--- src/rtl/uart_tx_pkg.sv ---
package uart_tx_pkg;

  localparam int FRAME_MAX = 12;

  typedef enum logic {SH_IDLE, SH_SEND} sh_state_t;

  typedef struct packed {
    logic [1:0] wlen;
    logic       par_en;
    logic       par_even;
    logic       two_stop;
  } frame_cfg_t;

  // total bits on the line: start + (5+wlen) + parity + 1 or 2 stop
  function automatic logic [3:0] frame_len(frame_cfg_t c);
    return 4'd7 + {2'b00, c.wlen} + {3'b000, c.par_en} + {3'b000, c.two_stop};
  endfunction

  // bit 0 goes out first; unused upper bits stay 1 (stop / idle level)
  function automatic logic [FRAME_MAX-1:0] build_frame(logic [7:0] d, frame_cfg_t c);
    logic [FRAME_MAX-1:0] f;
    logic                 par;
    int                   n;
    n   = 5 + int'(c.wlen);
    f   = '1;
    f[0] = 1'b0;
    par = ~c.par_even;
    for (int i = 0; i < 8; i++) begin
      if (i < n) begin
        f[i+1] = d[i];
        par    = par ^ d[i];
      end
    end
    if (c.par_en) f[n+1] = par;
    return f;
  endfunction

endpackage

--- src/rtl/uart_tx_fifo.sv ---
module uart_tx_fifo #(
  parameter int DEPTH = 16,
  parameter int W     = 8
) (
  input  logic                         clk,
  input  logic                         rst,
  input  logic                         flush,
  input  logic                         cap_one,
  input  logic                         wr,
  input  logic [W-1:0]                 din,
  input  logic                         rd,
  output logic [W-1:0]                 dout,
  output logic [$clog2(DEPTH+1)-1:0]   level,
  output logic                         empty,
  output logic                         full
);

  localparam int PTR_W = (DEPTH > 1) ? $clog2(DEPTH) : 1;
  localparam int LVL_W = $clog2(DEPTH+1);

  logic [W-1:0]     mem [DEPTH];
  logic [PTR_W-1:0] wp, rp;
  logic             accept, take;

  assign empty  = (level == '0);
  assign full   = cap_one ? (level != '0) : (level == LVL_W'(DEPTH));
  assign accept = wr && !full && !flush;
  assign take   = rd && !empty && !flush;
  assign dout   = mem[rp];

  always_ff @(posedge clk) begin
    if (accept) mem[wp] <= din;
  end

  function automatic logic [PTR_W-1:0] bump(logic [PTR_W-1:0] p);
    return (p == PTR_W'(DEPTH-1)) ? '0 : p + 1'b1;
  endfunction

  always_ff @(posedge clk) begin
    if (rst || flush) begin
      wp    <= '0;
      rp    <= '0;
      level <= '0;
    end else begin
      if (accept) wp <= bump(wp);
      if (take)   rp <= bump(rp);
      case ({accept, take})
        2'b10:   level <= level + 1'b1;
        2'b01:   level <= level - 1'b1;
        default: level <= level;
      endcase
    end
  end

endmodule

--- src/rtl/uart_tx_baud.sv ---
module uart_tx_baud #(
  parameter int DIV_W = 16
) (
  input  logic             clk,
  input  logic             rst,
  input  logic             run,
  input  logic [DIV_W-1:0] divisor,
  output logic             tick
);

  logic [DIV_W-1:0] cnt;
  logic [DIV_W-1:0] reload;

  assign reload = (divisor == '0) ? '0 : divisor - 1'b1;
  assign tick   = run && (cnt == '0);

  always_ff @(posedge clk) begin
    if (rst || !run)      cnt <= reload;
    else if (cnt == '0)   cnt <= reload;
    else                  cnt <= cnt - 1'b1;
  end

endmodule

--- src/rtl/uart_tx_shifter.sv ---
module uart_tx_shifter
  import uart_tx_pkg::*;
#(
  parameter int OVERSAMPLE = 16
) (
  input  logic       clk,
  input  logic       rst,
  input  logic       tick,
  input  logic       fifo_empty,
  input  logic [7:0] fifo_dout,
  input  frame_cfg_t cfg,
  output logic       pop,
  output logic       busy,
  output logic       tx
);

  localparam int SUB_W = $clog2(OVERSAMPLE);

  sh_state_t            state;
  logic [FRAME_MAX-1:0] shreg;
  logic [FRAME_MAX-1:0] load_frame;
  logic [3:0]           bits_left;
  logic [SUB_W-1:0]     sub;

  assign load_frame = build_frame(fifo_dout, cfg);
  assign pop        = (state == SH_IDLE) && !fifo_empty;
  assign busy       = (state == SH_SEND);

  always_ff @(posedge clk) begin
    if (rst) begin
      state     <= SH_IDLE;
      tx        <= 1'b1;
      shreg     <= '1;
      bits_left <= '0;
      sub       <= '0;
    end else begin
      case (state)
        SH_IDLE: begin
          tx <= 1'b1;
          if (!fifo_empty) begin
            tx        <= load_frame[0];
            shreg     <= {1'b1, load_frame[FRAME_MAX-1:1]};
            bits_left <= frame_len(cfg) - 4'd1;
            sub       <= '0;
            state     <= SH_SEND;
          end
        end
        SH_SEND: begin
          if (tick) begin
            sub <= sub + 1'b1;
            if (sub == SUB_W'(OVERSAMPLE-1)) begin
              if (bits_left == 4'd0) begin
                state <= SH_IDLE;
                tx    <= 1'b1;
              end else begin
                tx        <= shreg[0];
                shreg     <= {1'b1, shreg[FRAME_MAX-1:1]};
                bits_left <= bits_left - 4'd1;
              end
            end
          end
        end
        default: state <= SH_IDLE;
      endcase
    end
  end

endmodule

--- src/rtl/uart_tx_path.sv ---
module uart_tx_path
  import uart_tx_pkg::*;
#(
  parameter int DEPTH      = 16,
  parameter int DIV_W      = 16,
  parameter int OVERSAMPLE = 16,
  parameter int LVL_W      = $clog2(DEPTH+1)
) (
  input  logic             clk,
  input  logic             rst,
  input  logic             wr_en,
  input  logic [7:0]       wr_data,
  input  logic [DIV_W-1:0] divisor,
  input  logic [1:0]       word_len,
  input  logic             parity_en,
  input  logic             parity_even,
  input  logic             two_stop,
  input  logic             fifo_mode,
  input  logic             thre_ie,
  input  logic [1:0]       tx_trig,
  output logic             tx,
  output logic             thre_irq,
  output logic             thr_empty,
  output logic             tx_empty,
  output logic             fifo_full,
  output logic [LVL_W-1:0] fifo_level
);

  localparam int STEP = DEPTH / 4;

  frame_cfg_t       cfg;
  logic             mode_q, flush;
  logic             pop, busy, tick, f_empty;
  logic [7:0]       f_dout;
  logic [LVL_W-1:0] thresh;
  logic             irq_next;

  assign cfg   = '{wlen: word_len, par_en: parity_en, par_even: parity_even, two_stop: two_stop};
  assign flush = (fifo_mode != mode_q);

  always_ff @(posedge clk) begin
    if (rst) mode_q <= 1'b0;
    else     mode_q <= fifo_mode;
  end

  uart_tx_fifo #(.DEPTH(DEPTH), .W(8)) u_fifo (
    .clk(clk), .rst(rst), .flush(flush), .cap_one(!fifo_mode),
    .wr(wr_en), .din(wr_data), .rd(pop), .dout(f_dout),
    .level(fifo_level), .empty(f_empty), .full(fifo_full)
  );

  uart_tx_baud #(.DIV_W(DIV_W)) u_baud (
    .clk(clk), .rst(rst), .run(busy), .divisor(divisor), .tick(tick)
  );

  uart_tx_shifter #(.OVERSAMPLE(OVERSAMPLE)) u_shift (
    .clk(clk), .rst(rst), .tick(tick), .fifo_empty(f_empty),
    .fifo_dout(f_dout), .cfg(cfg), .pop(pop), .busy(busy), .tx(tx)
  );

  assign thresh    = LVL_W'(int'(tx_trig) * STEP);
  assign thr_empty = f_empty;
  assign tx_empty  = f_empty && !busy;

  always_comb begin
    if (fifo_mode) irq_next = thre_ie && (fifo_level <= thresh);
    else           irq_next = thre_ie && f_empty;
  end

  always_ff @(posedge clk) begin
    if (rst) thre_irq <= 1'b0;
    else     thre_irq <= irq_next;
  end

endmodule

--- config.mk ---
export PLATFORM = sky130hd
export DESIGN_NAME = uart_tx_path
export DESIGN_NICKNAME = d
export VERILOG_FILES = /design/src/rtl/uart_tx_pkg.sv /design/src/rtl/uart_tx_fifo.sv /design/src/rtl/uart_tx_baud.sv /design/src/rtl/uart_tx_shifter.sv /design/src/rtl/uart_tx_path.sv
export SDC_FILE = /design/constraint.sdc
export NUM_CORES = 1
export LEC_CHECK = 0
export BUFFER_PORTS_ARGS = -buffer_cell sky130_fd_sc_hd__buf_2
export CAP_MARGIN = 5
export CORE_ASPECT_RATIO = 0.5
export CORE_MARGIN = 3
export CORE_UTILIZATION = 30
export CTS_BUF_LIST = sky130_fd_sc_hd__clkbuf_8
export DETAILED_ROUTE_END_ITERATION = 12
export RECOVER_POWER = 25
export SLEW_MARGIN = 20
export SYNTH_ARGS = -nofsm -noshare
export SYNTH_HDL_FRONTEND = slang
export SYNTH_HIERARCHICAL = 1
export SYNTH_SLANG_ARGS = --single-unit
--- constraint.sdc ---
create_clock -name clk -period 3.75 [get_ports clk]
set_input_delay 0.75 -clock clk [delete_from_list [all_inputs] [get_ports clk]]
set_output_delay 0.75 -clock clk [all_outputs]
set_load 0.01 [all_outputs]
==> results.json, run 1 <==
{
  "status": "finished clean",
  "dieWidth_um": 243,
  "pin_count": 46,
  "final_antenna_net_count": 0,
  "crit_fanout": 22,
  "cp-startpoint": "u_baud/cnt[0]",
  "ys_warn_count": 6,
  "initial_core_util": 0.312,
  "tightest_slew_ns": 0.879,
  "slew_headroom": 0.414,
  "clock_latency_ns": 0.47,
  "cts_buffer_depth": 2,
  "min_to": "u_shift/shreg[5]",
  "finalNetCount": 724,
  "ys_ff_latch": 184,
  "dp_slack_ns": 0.429,
  "placementRows": 42,
  "ir_worst_vdd_mv": 0.234,
  "vias_per_cell": 4.95,
  "drt_pre_antenna_iters": 5,
  "grt_pass1_vias": 5120,
  "io_buffers": 45,
  "syn_inst": 624,
  "vias": 5230,
  "cts_setup_buffers": 0,
  "async_flop_share": 0,
  "setup_slack_ns": 0.539,
  "synth.cell_area_um2": 8430,
  "min_delay_path_depth": 1,
  "antenna_found_initial": 0,
  "post_cts_resized": 0,
  "ys.flop_type": "edfxtp_1",
  "crit_path_end_kind": "register",
  "setup_tns_ns": 0,
  "maxCapViolations": 0,
  "hold_buffers": 0,
  "grt_max_degree": 33,
  "rrSetupSlack_ns": 0.54,
  "layout_common_cells": "edfxtp_1, dfxtp_1, nor2_1",
  "fp.dieH_um": 125,
  "min_from": "u_shift/shreg[5]",
  "ys_seq_area_frac": 0.589,
  "leakage_nw": 3.15,
  "post-route-period-util": 0.856,
  "antennaDiodeCount": 0,
  "synth_cell_types": 71,
  "synth_nets": 678,
  "finalClockSkew_ns": 0.0224,
  "drt-initial-drc-count": 443,
  "clock-root-buffer": "clkbuf_8",
  "clock-sinks": 184,
  "fin_crit_ns": 3.21,
  "rr_startpoint": "u_baud/cnt[0]",
  "overflow": 0,
  "hold_violations": 0,
  "cts_tree": "built",
  "path_class": "register to register",
  "hold_class": "register to register",
  "max_freq_mhz": 311,
  "grt_setup_unrepaired": "false",
  "place_hpwl_um": 12000,
  "crit_arrival_ns": 3.62,
  "drive_above_1_share": 0.223,
  "avgSynthCellArea_um2": 13.5,
  "reg2reg_to": "u_shift/shreg[5]",
  "drc_errors": 0,
  "synth_edf_count": 128,
  "final_common_cell": "edfxtp_1",
  "die-area_um2": 30300,
  "grtUsageTotal": 0.123,
  "setup_violations": 0,
  "routed_wl_um": 18000,
  "wl_per_cell_um": 17.0,
  "p_per_area_nw_per_um2": 444,
  "reg2reg_depth": 10,
  "gp_congestion": 0.801,
  "path_clk_slew_ns": 0.10,
  "drv_slew": 0,
  "grt_pass1_wl_um": 29000,
  "worst_setup_path_start_kind": "register",
  "numCtsBuffers": 17,
  "syn_to_final_growth_pct": 12.5,
  "crit_required_ns": 4.16,
  "core_um2": 27000,
  "htreeDepth": 4
}
## critical path: stages (launching register included)
cell and delay, ns:
dfxtp_1 0.37, inv_1 0.10, ha_1 0.15, nor4b_1 0.56, nand3_1 0.15, nor2_1 0.38
nand4_1 0.20, nand2_1 0.16, nand2b_1 0.48, a311oi_1 0.47, a211o_1 0.15
## power by group
part	total, W	switching [W]	leakage (nW)	internal, W
clock	0.00140	0.000773	0.219	0.000623
sequential	0.00231	0.0000628	1.61	0.00224
combinational	0.000504	0.000304	1.31	0.000200
total	0.00421	0.00114	3.15	0.00307
## state kept, by name, indices dropped and copies added, names as in the netlist, named ones only
signal / count
mode_q: 1
u_fifo/level: 5
u_fifo/rp: 4
u_fifo/wp: 4
u_shift/tx: 1
u_shift/bits_left: 4
u_shift/busy: 1
u_shift/sub: 4
thre_irq: 1
u_baud/cnt: 16
u_fifo/mem: 128
u_shift/shreg: 11
## cell families after synthesis
kind of cell / synth area share
adder cells (fa/ha/maj): 0.0276
AND/OR/NAND/NOR: 0.115
buffers and inverters: 0.0283
XOR/XNOR: 0.0383
multiplexers: 0.0962
AO/OA/AOI/OAI: 0.105
flip-flops: 0.589
## stage by stage
| step | hold slack [ns] | area (um2) | std cells | utilization | power, W |
|---|---|---|---|---|---|
| global placement | 0.441 | 9070 | 1025 | 0.336 | 0.00284 |
| global route | 0.498 | 9480 | 1057 | 0.351 | 0.00442 |
| finish | 0.469 | 9480 | 1057 | 0.351 | 0.00421 |
| detailed placement | 0.450 | 9070 | 1025 | 0.336 | 0.00285 |
| CTS | 0.474 | 9490 | 1057 | 0.351 | 0.00426 |
| floorplan | 0.429 | 8430 | 624 | - | 0.00271 |
## how the worst max path moves through the flow
stage / to / slack, ns / cells past startpoint
final: u_shift/shreg[5] / 0.54 / 10
after global routing: u_shift/shreg[5] / 0.28 / 10
after CTS: u_fifo/level[4] / 0.58 / 13
after detailed placement: u_fifo/level[4] / 0.43 / 12
after global placement: u_fifo/level[4] / 0.53 / 12
after floorplan: u_fifo/level[4] / 0.49 / 13
## cells in the mapped netlist (4+ instances only)
cell type	count	area, um2
edfxtp_1	128	3840
dfxtp_1	56	1120
nor2_1	43	161
nand2_1	33	124
mux4_2	32	721
a21oi_1	22	110
inv_1	22	82.6
xnor2_1	21	184
ha_1	17	213
a22oi_1	16	120
nor3_1	16	80.1
o21ai_0	15	75.1
clkbuf_1	14	52.6
xor2_1	14	123
nor2b_1	11	68.8
nand2b_1	10	62.6
o22ai_2	10	125
and3_1	9	56.3
mux2i_1	9	90.1
nand3_1	9	45.0
o22ai_1	8	50.1
buf_2	7	35.0
a211o_1	6	52.6
and3_2	6	45.0
nor4_1	6	37.5
a211oi_1	5	37.5
a31oi_1	5	31.3
o21a_1	4	30.0
or3_1	4	25.0
## routing by layer
layer / vias up / share of wire / routed length (um) / global-route usage
met5: - / 0 / 0 / 0
met4: 0 / 0.012 / 221 / 0.0351
met3: 13 / 0.041 / 735 / 0.0254
met2: 114 / 0.49 / 8790 / 0.205
met1: 2620 / 0.46 / 8210 / 0.164
li1: 2483 / - / - / -
## final cells by class
type	instances	area [um2]
tap	374	468
sequential	184	4970
clock inverter	15	186
multi-input combinational	388	3230
timing repair buffer	56	313
inverter	23	86.3
clock buffer	17	234
fill	2627	17500
Note: power is estimated with default switching activity, not from simulation.
==> run 2, diff against run 1 <==
--- a/config.mk
+++ b/config.mk
@@ -11,6 +11,7 @@
 export CORE_MARGIN = 3
 export CORE_UTILIZATION = 30
 export CTS_BUF_LIST = sky130_fd_sc_hd__clkbuf_8
+export CTS_CLUSTER_SIZE = 20
 export DETAILED_ROUTE_END_ITERATION = 12
 export RECOVER_POWER = 25
 export SLEW_MARGIN = 20
==> constraint.sdc (replaced) <==
create_clock -name clk -period 2.6 [get_ports clk]
set_input_delay 0.52 -clock clk [delete_from_list [all_inputs] [get_ports clk]]
set_output_delay 0.52 -clock clk [all_outputs]
set_load 0.01 [all_outputs]
==> run 2 against run 1 <==
Against the previous run:
- the flow now finishes with violations (setup timing)
- sequential share of layout area decreased by 3.4 points
- flip-flop and latch count stayed put
- register-to-register slack worse by 0.70 ns
- largest cell class unchanged
- largest power group unchanged
==> results.json, run 2 (synthesized netlist as in run 1, its figures left out) <==
{
  "status": "complete, but fails checks",
  "violations": "setup timing",
  "fill_cells": 2588,
  "power.switching_w": 0.00156,
  "htreeDepth": 4,
  "p_per_area_nw_per_um2": 592,
  "io_buffers": 45,
  "crit_end": "u_shift/shreg[7]",
  "slew_headroom": 0.375,
  "crit_arrival_ns": 3.11,
  "post-route-period-util": 1.06,
  "path_class": "register to register",
  "gp_congestion": 0.788,
  "drv_slew": 0,
  "fin_util": 0.376,
  "overflow": 0,
  "finalClockSkew_ns": 0.0166,
  "cts_buffer_depth": 2,
  "grt_max_degree": 29,
  "drt-initial-drc-count": 371,
  "grt_pass1_vias": 5385,
  "reg.largest.list": "u_fifo/mem (128), u_baud/cnt (16), u_shift/shreg (11)",
  "syn_to_final_growth_pct": 20.5,
  "leakage_nw": 3.47,
  "p_seq_frac": 0.552,
  "layout_common_cells": "edfxtp_1, buf_4, dfxtp_1",
  "grt_setup_unrepaired": "true",
  "clkPwrFrac": 0.311,
  "pin_count": 46,
  "dieWidth_um": 243,
  "antenna_found_initial": 0,
  "tightest_slew_ns": 0.934,
  "maxCapViolations": 0,
  "wl_per_cell_um": 16.3,
  "drive_above_1_share": 0.334,
  "setup_tns_ns": -0.720,
  "grtUsageTotal": 0.121,
  "core_um2": 27000,
  "final_antenna_net_count": 0,
  "reg2reg_depth": 12,
  "finalNetCount": 778,
  "final_common_cell": "edfxtp_1",
  "ir_worst_vdd_mv": 0.276,
  "regMostFlops": "u_fifo/mem",
  "numCtsBuffers": 17,
  "crit_fanout": 8,
  "setup_slack_ns": -0.157,
  "largest_reg_flops": 128,
  "hold_class": "primary input to register",
  "drc_errors": 0,
  "antennaDiodeCount": 0,
  "vias": 5451,
  "vias_per_cell": 4.91,
  "setup_violations": 8,
  "clock_latency_ns": 0.46,
  "crit_path_end_kind": "register",
  "p_sw_frac": 0.259,
  "hold_violations": 0,
  "die-area_um2": 30300,
  "fp.dieH_um": 125,
  "drt_pre_antenna_iters": 4,
  "rrSetupSlack_ns": -0.16,
  "clock-root-buffer": "clkbuf_8",
  "max_freq_mhz": 363,
  "placementRows": 42,
  "routed_wl_um": 18100,
  "cts_tree": "built",
  "p_int_w": 0.00445,
  "clock-sinks": 184,
  "reg2reg_to": "u_shift/shreg[7]",
  "crit_required_ns": 2.95,
  "grt_pass1_wl_um": 28800,
  "worst_setup_path_start_kind": "register",
  "initial_core_util": 0.312,
  "fin_crit_ns": 2.76,
  "min_delay_path_depth": 2,
  "combPwrFrac": 0.137,
  "place_hpwl_um": 12500,
  "path_clk_slew_ns": 0.09,
  "p_total_w": 0.00601
}
## run 2: per-layer routing
layer / wire (um) / track usage / vias to the layer above / share of wire
li1: - / - / 2589 / -
met1: 8480 / 0.163 / 2751 / 0.47
met2: 8760 / 0.199 / 101 / 0.48
met3: 758 / 0.0275 / 10 / 0.042
met4: 128 / 0.0298 / 0 / 0.0071
met5: 0 / 0 / - / 0
## run 2: power groups by stage
stage               Combinational [W]  Sequential [W]  Clock, W
CTS                          0.000798         0.00332   0.00193
global placement             0.000753         0.00339         0
floorplan                    0.000547         0.00337         0
finish                       0.000822         0.00332   0.00187
global route                 0.000913         0.00334   0.00206
detailed placement           0.000767         0.00339         0
## run 2: metrics by stage
| step | hold slack, ns | worst slack, ns | cell area, um2 | std cells |
|---|---|---|---|---|
| 2_1_floorplan | 0.429 | -0.226 | 8530 | 624 |
| 3_3_place_gp | 0.444 | -0.174 | 9470 | 1065 |
| 3_5_place_dp | 0.455 | -0.215 | 9470 | 1065 |
| 4_1_cts | 0.282 | -0.136 | 10100 | 1112 |
| 5_1_grt | 0.289 | -0.235 | 10200 | 1111 |
| 6_report | 0.321 | -0.157 | 10200 | 1111 |
## run 2: how the worst min path moves through the flow
stage | to | slack, ns | from
6_report | u_baud/cnt[0] | 0.32 | divisor[0]
5_1_grt | u_baud/cnt[0] | 0.29 | divisor[0]
4_1_cts | u_baud/cnt[0] | 0.28 | divisor[0]
3_5_place_dp | u_shift/shreg[5] | 0.46 | u_shift/shreg[5]
3_3_place_gp | u_shift/shreg[1] | 0.44 | u_shift/shreg[1]
2_1_floorplan | u_shift/shreg[0] | 0.43 | u_shift/shreg[0]
## run 2: worst max-delay path: stages, from the launching register on
cell and delay (ns):
dfxtp_4 0.40, buf_12 0.14, buf_6 0.09, mux4_2 0.50, a22oi_2 0.25, nand2_2 0.12, xnor2_2 0.16, xnor2_2 0.20
xnor2_2 0.14, buf_6 0.13, xnor2_2 0.11, a31oi_1 0.11, a211o_1 0.28
## run 2: area by class of cell
cell class	instances	area, um2	area share
Sequential cell	184	4980	0.490
Timing Repair Buffer	110	797	0.0785
Clock buffer	17	234	0.0230
Multi-Input combinational cell	388	3440	0.338
Clock inverter	15	156	0.0154
Tap cell	374	468	0.0461
Inverter	23	86.3	0.00850
## run 2: what timing repair did
item                                    in CTS  in global routing
cloned                                       1                  0
pin swaps                                   25                 19
endpoints found under the setup margin       9                 14
hold buffers                                 0                  0
buffers inserted                            14                  3
gates resized for setup                     17                 21
==> run 3, diff against run 2 <==
--- a/config.mk
+++ b/config.mk
@@ -13,6 +13,7 @@
 export CTS_BUF_LIST = sky130_fd_sc_hd__clkbuf_8
 export CTS_CLUSTER_SIZE = 20
 export DETAILED_ROUTE_END_ITERATION = 12
+export MAX_ROUTING_LAYER = met4
 export RECOVER_POWER = 25
 export SLEW_MARGIN = 20
 export SYNTH_ARGS = -nofsm -noshare
==> run 3 against run 2 <==
Against the previous run:
- the run still ends with setup timing left
- maximum frequency increased by 0.69%
- flip-flop and latch count unchanged
- register-to-register slack improved by 0.02 ns
- clock power about the same
- utilization unchanged
- critical endpoint unchanged
- die area unchanged
==> results.json, run 3 (synthesized netlist as in run 1, its figures left out) <==
{
  "status": "complete, but fails checks",
  "violations": "setup timing",
  "cts_buffer_depth": 2,
  "clock-root-buffer": "clkbuf_8",
  "crit_arrival_ns": 3.09,
  "p_sw_frac": 0.259,
  "dp_cells": 1065,
  "antennaDiodeCount": 0,
  "p_seq_frac": 0.553,
  "leakage_nw": 3.47,
  "hold_violations": 0,
  "drv_slew": 0,
  "finalNetCount": 778,
  "path_clk_slew_ns": 0.09,
  "hold_class": "primary input to register",
  "placementRows": 42,
  "crit_fanout": 8,
  "core_um2": 27000,
  "power.switching_w": 0.00156,
  "htreeDepth": 4,
  "setup_tns_ns": -0.590,
  "fill_cells": 2588,
  "drt_pre_antenna_iters": 4,
  "grtUsageTotal": 0.125,
  "fin_crit_ns": 2.74,
  "maxCapViolations": 0,
  "layout.cells.non_filler": 1111,
  "io_buffers": 45,
  "vias": 5394,
  "grt_pass1_vias": 5375,
  "final_common_cell": "edfxtp_1",
  "p_per_area_nw_per_um2": 592,
  "layout_common_cells": "edfxtp_1, buf_4, dfxtp_1",
  "drt-initial-drc-count": 376,
  "crit_path_end_kind": "register",
  "largest_reg_flops": 128,
  "tightest_slew_ns": 0.938,
  "grt_max_degree": 29,
  "setup_violations": 9,
  "die-area_um2": 30300,
  "clock-sinks": 184,
  "antenna_found_initial": 0,
  "fin_util": 0.376,
  "dieWidth_um": 243,
  "syn_to_final_growth_pct": 20.5,
  "ir_worst_vdd_mv": 0.277,
  "reg.largest.list": "u_fifo/mem (128), u_baud/cnt (16), u_shift/shreg (11)",
  "drive_above_1_share": 0.334,
  "grt_setup_unrepaired": "true",
  "vias_per_cell": 4.86,
  "post-route-period-util": 1.05,
  "numCtsBuffers": 17,
  "regMostFlops": "u_fifo/mem",
  "p_total_w": 0.00601,
  "combPwrFrac": 0.137,
  "worst_setup_path_start_kind": "register",
  "place_hpwl_um": 12500,
  "place_area_um2": 9470,
  "routed_wl_um": 18000,
  "gp_congestion": 0.799,
  "crit_required_ns": 2.95,
  "clkPwrFrac": 0.311,
  "overflow": 0,
  "clock_latency_ns": 0.46,
  "multi_input_area_um2": 3440,
  "pin_count": 46,
  "design_area_um2": 10200,
  "p_int_w": 0.00445,
  "setup_slack_ns": -0.138,
  "max_freq_mhz": 365,
  "drc_errors": 0,
  "fp.dieH_um": 125,
  "seq_area_um2": 4980,
  "wl_per_cell_um": 16.2,
  "finalClockSkew_ns": 0.0163,
  "cts_tree": "built",
  "path_class": "register to register",
  "grt_pass1_wl_um": 28800,
  "final_antenna_net_count": 0,
  "initial_core_util": 0.312,
  "slew_headroom": 0.372
}
[run 3: per-stage QoR]
step / hold slack, ns / worst slack [ns]
final: 0.321 / -0.138
after floorplan: 0.429 / -0.226
after detailed placement: 0.455 / -0.215
after CTS: 0.282 / -0.136
after global routing: 0.289 / -0.235
after global placement: 0.444 / -0.174
[run 3: final timing paths]
check	slack [ns]	endpoint	cells after the start	from
max	-0.14	u_shift/shreg[7]	12	register
min	0.32	u_baud/cnt[0]	2	divisor[0]
max reg2reg	-0.14	u_shift/shreg[7]	12	register
min reg2reg	0.47	u_shift/shreg[5]	1	u_shift/shreg[5]
[run 3: repair_timing]
action	4_1_cts	5_1_grt
cloned	1	0
buffers inserted	14	3
gates resized for setup	17	21
endpoints found under the hold margin	0	0
setup endpoints to repair	9	14
hold buffers	0	0
pin swaps	25	19
[run 3: final cells by class]
class                   count  area share
repair buffers            110      0.0785
multi-input cells         388       0.338
inverters                  23     0.00850
clock buffers              17      0.0230
clock inverters            15      0.0154
well taps                 374      0.0461
flip-flops and latches    184       0.490
[run 3: worst max-delay path, stage by stage, from the launching register on]
cell	delay, ns
dfxtp_4	0.40
buf_12	0.14
buf_6	0.10
mux4_2	0.50
a22oi_2	0.25
nand2_2	0.12
xnor2_2	0.16
xnor2_2	0.20
xnor2_2	0.14
buf_6	0.13
xnor2_2	0.11
a31oi_1	0.11
a211o_1	0.28
[run 3: power by group through the flow]
stage | clock network (W) | registers, W | logic, W
after global routing | 0.00206 | 0.00334 | 0.000913
after floorplan | 0 | 0.00337 | 0.000547
after detailed placement | 0 | 0.00339 | 0.000767
after CTS | 0.00193 | 0.00332 | 0.000798
final | 0.00187 | 0.00332 | 0.000821
after global placement | 0 | 0.00339 | 0.000753
[run 3: layer usage]
layer / global-route usage / wire [um]
met1: 0.164 / 8320
met2: 0.199 / 8710
met3: 0.0275 / 885
met4: 0.0298 / 131
met5: - / 0
